File: src/rtl/trap_pkg.sv
package trap_pkg;

  typedef enum logic [1:0] {
    PRIV_U   = 2'd0,
    PRIV_S   = 2'd1,
    PRIV_RSV = 2'd2,
    PRIV_M   = 2'd3
  } privLvl_e;

  localparam logic [1:0] VEC_MODE_VECTORED = 2'b01;

  // strobes from control to datapath
  typedef struct packed {
    logic     capture;
    logic     isIrq;
    privLvl_e privSel;
    logic     clearMie;
    logic     writeMie;
    logic     mieVal;
  } trapStrobe_t;

endpackage

File: src/rtl/trap_deleg_stage.sv
module trap_deleg_stage #(
  parameter int NUM_CAUSE = 16,
  localparam int CODE_W = $clog2(NUM_CAUSE)
) (
  input  logic [NUM_CAUSE-1:0] excMask,
  input  logic [NUM_CAUSE-1:0] irqMask,
  input  logic                 isIrq,
  input  logic [CODE_W-1:0]    code,
  input  logic                 eligible,
  output logic                 take
);

  logic [NUM_CAUSE-1:0] activeMask;

  always_comb begin
    activeMask = isIrq ? irqMask : excMask;
    take       = eligible && activeMask[code];
  end

endmodule

File: src/rtl/trap_ctrl.sv
module trap_ctrl
  import trap_pkg::*;
#(
  parameter int NUM_CAUSE = 16,
  localparam int CODE_W = $clog2(NUM_CAUSE),
  localparam int NUM_STAGE = 2
) (
  input  logic                 clk,
  input  logic                 rstN,
  input  logic                 trapValid,
  input  logic                 isIrq,
  input  logic [CODE_W-1:0]    causeCode,
  input  logic [1:0]           curPriv,
  input  logic [NUM_CAUSE-1:0] mExcDeleg,
  input  logic [NUM_CAUSE-1:0] mIrqDeleg,
  input  logic [NUM_CAUSE-1:0] sExcDeleg,
  input  logic [NUM_CAUSE-1:0] sIrqDeleg,
  input  logic                 mieWrEn,
  input  logic                 mieWrData,
  output trapStrobe_t          strobe
);

  privLvl_e fromPriv;
  logic [NUM_CAUSE-1:0] stageExc [NUM_STAGE];
  logic [NUM_CAUSE-1:0] stageIrq [NUM_STAGE];
  logic [NUM_STAGE-1:0] stageElig;
  logic [NUM_STAGE-1:0] stageTake;
  privLvl_e chosenPriv;

  always_comb begin
    fromPriv     = privLvl_e'(curPriv);
    stageExc[0]  = mExcDeleg;
    stageIrq[0]  = mIrqDeleg;
    stageExc[1]  = sExcDeleg;
    stageIrq[1]  = sIrqDeleg;
    stageElig[0] = (fromPriv != PRIV_M);
    stageElig[1] = (fromPriv == PRIV_U);
  end

  // stage 0: machine -> supervisor, stage 1: supervisor -> user
  for (genvar g = 0; g < NUM_STAGE; g++) begin : gStage
    trap_deleg_stage #(.NUM_CAUSE(NUM_CAUSE)) u_stage (
      .excMask (stageExc[g]),
      .irqMask (stageIrq[g]),
      .isIrq   (isIrq),
      .code    (causeCode),
      .eligible(stageElig[g]),
      .take    (stageTake[g])
    );
  end

  always_comb begin
    chosenPriv = PRIV_M;
    if (stageTake[0]) begin
      chosenPriv = PRIV_S;
      if (stageTake[1]) chosenPriv = PRIV_U;
    end
  end

  always_comb begin
    strobe.capture  = trapValid;
    strobe.isIrq    = isIrq;
    strobe.privSel  = chosenPriv;
    strobe.clearMie = trapValid && (chosenPriv == PRIV_M);
    strobe.writeMie = mieWrEn;
    strobe.mieVal   = mieWrData;
  end

  AST_MACHINE_STAYS: assert property (@(posedge clk) disable iff (!rstN)
    (trapValid && curPriv == 2'd3) |-> (strobe.privSel == PRIV_M));

  AST_USER_FROM_USER: assert property (@(posedge clk) disable iff (!rstN)
    (trapValid && strobe.privSel == PRIV_U) |-> (curPriv == 2'd0));

endmodule

File: src/rtl/trap_datapath.sv
module trap_datapath
  import trap_pkg::*;
#(
  parameter int XLEN = 32,
  parameter int CODE_W = 4
) (
  input  logic              clk,
  input  logic              rstN,
  input  trapStrobe_t       strobe,
  input  logic [CODE_W-1:0] causeCode,
  input  logic [XLEN-1:0]   mVec,
  input  logic [XLEN-1:0]   sVec,
  input  logic [XLEN-1:0]   uVec,
  output logic [1:0]        handlerPriv,
  output logic [XLEN-1:0]   causeWord,
  output logic [XLEN-1:0]   targetPc,
  output logic              outValid,
  output logic              mIntEnable
);

  localparam int PAD_W = XLEN - 1 - CODE_W;

  logic [XLEN-1:0] selVec;
  logic [XLEN-1:0] vecBase;
  logic [XLEN-1:0] codeOffset;
  logic [XLEN-1:0] pcNext;
  logic [XLEN-1:0] causeNext;
  logic            useOffset;

  always_comb begin
    unique case (strobe.privSel)
      PRIV_S:  selVec = sVec;
      PRIV_U:  selVec = uVec;
      default: selVec = mVec;
    endcase
    vecBase    = {selVec[XLEN-1:2], 2'b00};
    codeOffset = XLEN'(causeCode) << 2;
    useOffset  = strobe.isIrq && (selVec[1:0] == VEC_MODE_VECTORED);
    pcNext     = useOffset ? (vecBase + codeOffset) : vecBase;
    causeNext  = {strobe.isIrq, {PAD_W{1'b0}}, causeCode};
  end

  always_ff @(posedge clk or negedge rstN) begin
    if (!rstN) begin
      handlerPriv <= PRIV_M;
      causeWord   <= '0;
      targetPc    <= '0;
      outValid    <= 1'b0;
    end else begin
      outValid <= strobe.capture;
      if (strobe.capture) begin
        handlerPriv <= strobe.privSel;
        causeWord   <= causeNext;
        targetPc    <= pcNext;
      end
    end
  end

  always_ff @(posedge clk or negedge rstN) begin
    if (!rstN)                mIntEnable <= 1'b0;
    else if (strobe.clearMie) mIntEnable <= 1'b0;
    else if (strobe.writeMie) mIntEnable <= strobe.mieVal;
  end

  AST_PULSE_AFTER_STROBE: assert property (@(posedge clk) disable iff (!rstN)
    strobe.capture |=> outValid);

  AST_PULSE_NEEDS_STROBE: assert property (@(posedge clk) disable iff (!rstN)
    outValid |-> $past(strobe.capture));

  AST_RESULT_HOLDS: assert property (@(posedge clk) disable iff (!rstN)
    !strobe.capture |=> ($stable(targetPc) && $stable(causeWord) && $stable(handlerPriv)));

  AST_CAUSE_KIND: assert property (@(posedge clk) disable iff (!rstN)
    outValid |-> (causeWord[XLEN-1] == $past(strobe.isIrq)));

  AST_MACHINE_TRAP_MASKS: assert property (@(posedge clk) disable iff (!rstN)
    (outValid && handlerPriv == 2'd3) |-> !mIntEnable);

  AST_TARGET_ALIGNED: assert property (@(posedge clk) disable iff (!rstN)
    outValid |-> (targetPc[1:0] == 2'b00));

endmodule

File: src/rtl/trap_vector_gen.sv
module trap_vector_gen
  import trap_pkg::*;
#(
  parameter int XLEN = 32,
  parameter int NUM_CAUSE = 16,
  localparam int CODE_W = $clog2(NUM_CAUSE)
) (
  input  logic                 clk,
  input  logic                 rstN,
  input  logic                 trapValid,
  input  logic                 isIrq,
  input  logic [CODE_W-1:0]    causeCode,
  input  logic [1:0]           curPriv,
  input  logic [NUM_CAUSE-1:0] mExcDeleg,
  input  logic [NUM_CAUSE-1:0] mIrqDeleg,
  input  logic [NUM_CAUSE-1:0] sExcDeleg,
  input  logic [NUM_CAUSE-1:0] sIrqDeleg,
  input  logic [XLEN-1:0]      mVec,
  input  logic [XLEN-1:0]      sVec,
  input  logic [XLEN-1:0]      uVec,
  input  logic                 mieWrEn,
  input  logic                 mieWrData,
  output logic [1:0]           handlerPriv,
  output logic [XLEN-1:0]      causeWord,
  output logic [XLEN-1:0]      targetPc,
  output logic                 outValid,
  output logic                 mIntEnable
);

  trapStrobe_t strobe;

  trap_ctrl #(.NUM_CAUSE(NUM_CAUSE)) u_ctrl (
    .clk      (clk),
    .rstN     (rstN),
    .trapValid(trapValid),
    .isIrq    (isIrq),
    .causeCode(causeCode),
    .curPriv  (curPriv),
    .mExcDeleg(mExcDeleg),
    .mIrqDeleg(mIrqDeleg),
    .sExcDeleg(sExcDeleg),
    .sIrqDeleg(sIrqDeleg),
    .mieWrEn  (mieWrEn),
    .mieWrData(mieWrData),
    .strobe   (strobe)
  );

  trap_datapath #(.XLEN(XLEN), .CODE_W(CODE_W)) u_dp (
    .clk        (clk),
    .rstN       (rstN),
    .strobe     (strobe),
    .causeCode  (causeCode),
    .mVec       (mVec),
    .sVec       (sVec),
    .uVec       (uVec),
    .handlerPriv(handlerPriv),
    .causeWord  (causeWord),
    .targetPc   (targetPc),
    .outValid   (outValid),
    .mIntEnable (mIntEnable)
  );

endmodule

File: config.mk
export PLATFORM = sky130hd
export DESIGN_NAME = trap_vector_gen
export DESIGN_NICKNAME = d
export VERILOG_FILES = /design/src/rtl/trap_pkg.sv /design/src/rtl/trap_deleg_stage.sv /design/src/rtl/trap_ctrl.sv /design/src/rtl/trap_datapath.sv /design/src/rtl/trap_vector_gen.sv
export SDC_FILE = /design/constraint.sdc
export NUM_CORES = 1
export LEC_CHECK = 0
export BUFFER_PORTS_ARGS = -buffer_cell sky130_fd_sc_hd__buf_2
export CAP_MARGIN = 25
export CORE_ASPECT_RATIO = 0.8
export CORE_UTILIZATION = 48
export DETAILED_ROUTE_END_ITERATION = 8
export PLACE_DENSITY = 0.88
export SYNTH_ARGS = -nofsm -noshare
export SYNTH_HDL_FRONTEND = slang
export SYNTH_SLANG_ARGS = --single-unit
File: constraint.sdc
create_clock -name clk -period 2.1 [get_ports clk]
set_clock_uncertainty 0.15 [all_clocks]
set_input_delay 0.315 -clock clk [delete_from_list [all_inputs] [get_ports clk]]
set_output_delay 0.315 -clock clk [all_outputs]
set_load 0.01 [all_outputs]
==> results.json <==
{
  "outcome": "finished, violations left",
  "failed_checks": "setup timing",
  "final_cells": 924,
  "dpl-instance-area_um2": 5920,
  "finalSetupTns_ns": -47.64,
  "final-max-slew-violation-count": 0,
  "synth_seq_cells": 39,
  "post-place-ws_ns": -2.27,
  "buffer_depth_of_the_longest_clock_path": 2,
  "placement.io_buffers": 210,
  "synth-edff-count": 0,
  "critPathSlowestCell": "mux4_2",
  "antenna-diode-count": 0,
  "power_frac_clock_pct": 20.0,
  "worst_slack_ns": -1.84,
  "die_h_um": 83.7,
  "dieArea_um2": 8710,
  "routed_wirelength_um": 17800,
  "yosys.area_share.simple_pct": 20.9,
  "crit_path_max_incr_delay_ns": 0.48,
  "async_reset_ff_share_pct": 100,
  "finalSetupViolations": 32,
  "floorplan.initialDensity_pct": 49.9,
  "antenna_found_initial": 0,
  "wire_length_of_the_first_global_routing_pass_um": 25600,
  "layout.cells.most_common_list": "208 x buf_2, 111 x buf_4, 55 x nand2_1, 51 x mux2i_1, 46 x nor2_1",
  "cts_root_buf": "clkbuf_8",
  "synth_compound_area_share_pct": 19.7,
  "floorplan.rows": 29,
  "cts_made_buffers": 5,
  "nFillCells": 496,
  "met3RoutedLength_um": 1610,
  "synth_largest_type_area_fraction_pct": 23.1,
  "ys.flop_type": "dfrtp_1",
  "min-delay-start": "mieWrData",
  "worst_slew_pin_slew_ns": 0.505,
  "cts-htree-levels": 2,
  "met2_wirelength_um": 8640,
  "synth_top_family_by_area": "simple AND/OR/NAND/NOR gates",
  "timing_worst_setup_path_type": "primary input to flop",
  "finalHoldViolations": 0,
  "register_to_register_setup_slack_ns": 1.16,
  "power.net_switching_mw": 1.29,
  "worst_slew_margin_pct": 66.0,
  "proportion_of_layout_cells_with_a_drive_suffix_above_1_pct": 52.0,
  "peakVddDrop_mv": 0.303,
  "ys_top_cells_by_area": "dfrtp_1 23%, mux2i_1 13%, buf_4 6.0%, a21oi_1 5.5%, nand2_1 5.3%",
  "critPathCaptureType": "flop",
  "static-leakage-power_nw": 3.31,
  "finalPower_mw": 3.33,
  "final.min_clock_period_ns": 3.94,
  "detail_route.iter0.violations": 445,
  "core_area_um2": 8020,
  "worstPathRequired_ns": 2.18,
  "timing.critical_path.from_type": "primary input",
  "area_growth_pct": 64.1,
  "synth_area_um2": 4000,
  "period_share_pct": 188,
  "wirelength_met1_um": 6650,
  "rr_startpoint": "u_dp.causeWord[0]",
  "power.share.sequential_pct": 28.1,
  "global_route.usage.total_pct": 37.4,
  "combPwrFrac_pct": 51.8,
  "avgRoutedWirePerCell_um": 19.3,
  "insertion_delay_to_the_later_sink_of_the_worst_skew_pair_ns": 0.30,
  "syn_area_per_cell_um2": 7.98,
  "leading_cell_type_in_the_layout_fill_and_taps_excluded": "buf_2",
  "cellPowerDensity_nw_per_um2": 507,
  "power.switching_fraction_pct": 38.7,
  "worstPathCellList": "buf_12, mux4_2, and2b_1, a2111oi_4, nor4_4, nand2_2, mux2i_1, nor2_1, a21oi_2, inv_1, ha_1, a21o_1, a21oi_2, nand2b_4, a21oi_4, o21ai_4, or2_4, or4_1, a31oi_2",
  "detail-route-antenna-nets": 0,
  "worstPathArrival_ns": 4.01,
  "hold_crit_class": "primary input to flop",
  "crit_fanout": 5,
  "vias": 5356,
  "cap_violations": 0,
  "synth_seq_area_share_pct": 24.4,
  "design_area_um2": 6570,
  "muxShareOfSynthArea_pct": 18.7,
  "post-synth-top-area-cell": "dfrtp_1",
  "design.final.nets": 992,
  "overflow": 0,
  "gp_congestion": 0.890,
  "design.portCount": 240,
  "timing.critical_path.mode_cell": "a21oi_2",
  "dr.max_layer_used": "met4",
  "cts_num_sinks": 39,
  "timing.fmax_mhz": 254,
  "fp.dieW_um": 104,
  "number_of_global_route_vias_before_repair": 5258,
  "cts_tree": "built",
  "drtPass1Iterations": 5,
  "internal-power_mw": 2.04,
  "post_synth_adder_cell_area_pct": 1.75,
  "drt_drc_violations_left": 0,
  "placed_cell_count": 893,
  "dpl.hpwl_um": 12300,
  "setup.worst_path.start": "causeCode[0]",
  "synth_cell_type_count": 60,
  "synth_cells": 502,
  "avgViaCountPerCell": 5.80,
  "pin_count_of_the_biggest_net_entering_global_routing": 40,
  "unrepaired_setup_endpoints_after_global_routing": "yes",
  "yosysWarnings": 0,
  "path_clk_slew_ns": 0.10,
  "post_synth_xor_area_fraction_pct": 4.81
}
-- Yosys cell counts (6+ instances only) --
cell and instances:
mux2i_1 51, nor2b_1 6, nand3_1 13, inv_1 6
o21ai_0 31, nand2b_1 6, a31oi_1 11, buf_2 9
nor4_1 7, a21oi_1 44, clkbuf_1 16, xnor2_1 18
nor2_1 50, mux2_2 9, a22oi_1 10, dfrtp_1 37
nand2_1 57, mux4_2 6, o21ai_1 6, buf_4 32
and3_1 7
-- worst paths after layout --
| kind | depth (start not counted) | endpoint |
|---|---|---|
| max | 19 | u_dp.targetPc[31] |
| min | 3 | u_dp.mIntEnable |
| max reg2reg | 1 | u_dp.causeWord[0] |
| min reg2reg | 2 | u_dp.handlerPriv[0] |
| max in group asynchronous | 3 | u_dp.handlerPriv[1] |
| min in group asynchronous | 3 | u_dp.targetPc[9] |
-- flip-flops by register name, indices dropped and copies added, names as in the netlist --
register	flops
u_dp.targetPc	30
u_dp.outValid	1
u_dp.causeWord	5
u_dp.mIntEnable	1
u_dp.handlerPriv	2
-- area by class of cell --
cell class	count	area [um^2]	area share [%]
clock buffer	5	68.8	1.05
clock inverter	3	43.8	0.666
inverter	6	22.5	0.343
multi-input combinational	425	3180	48.4
sequential	39	978	14.9
tap	108	135	2.06
timing repair buffer	338	2140	32.6
-- logic make-up after synthesis --
kind of cell,after synthesis
multiplexers,66
AO/OA/AOI/OAI,129
AND/OR/NAND/NOR,174
adder cells (fa/ha/maj),5
buffers and inverters,66
flip-flops,39
XOR/XNOR,22
other,1
-- metal layers --
| metal | vias up | track usage, % |
|---|---|---|
| li1 | 2378 | - |
| met1 | 2475 | 43.4 |
| met2 | 401 | 67.0 |
| met3 | 102 | 6.40 |
| met4 | 0 | 17.8 |
| met5 | - | 0 |
-- through the flow --
stage                     hold WS (ns)  utilization (%)
after floorplan                 -0.131                -
after global placement           0.151             73.8
after detailed placement         0.152             73.8
after CTS                        0.144             79.0
after global routing             0.170             81.9
final                            0.126             81.9
-- power by group through the flow --
| stage | clock network (mW) | logic [mW] | registers, mW |
|---|---|---|---|
| detailed placement | 0 | 1.47 | 0.945 |
| global placement | 0 | 1.43 | 0.942 |
| CTS | 0.665 | 1.58 | 0.931 |
| floorplan | 0 | 0.769 | 0.989 |
| global route | 0.694 | 1.83 | 0.948 |
| finish | 0.667 | 1.73 | 0.937 |
-- timing repair --
item                                   in CTS  in global routing
endpoints found under the hold margin      37                  0
gates resized for setup                    47                 28
pin swaps                                  44                 22
setup buffers                              10                 13
setup endpoints to repair                  33                 33
hold buffers                                1                  0
-- critical path, delay by kind of cell --
kind,cells,cell delay (ns)
AO/OA/AOI/OAI,7,1.15
AND/OR/NAND/NOR,7,1.39
adder cells (fa/ha/maj),1,0.28
buffers and inverters,2,0.16
multiplexers,2,0.72
No activity file was read; power rests on OpenSTA's default activity.
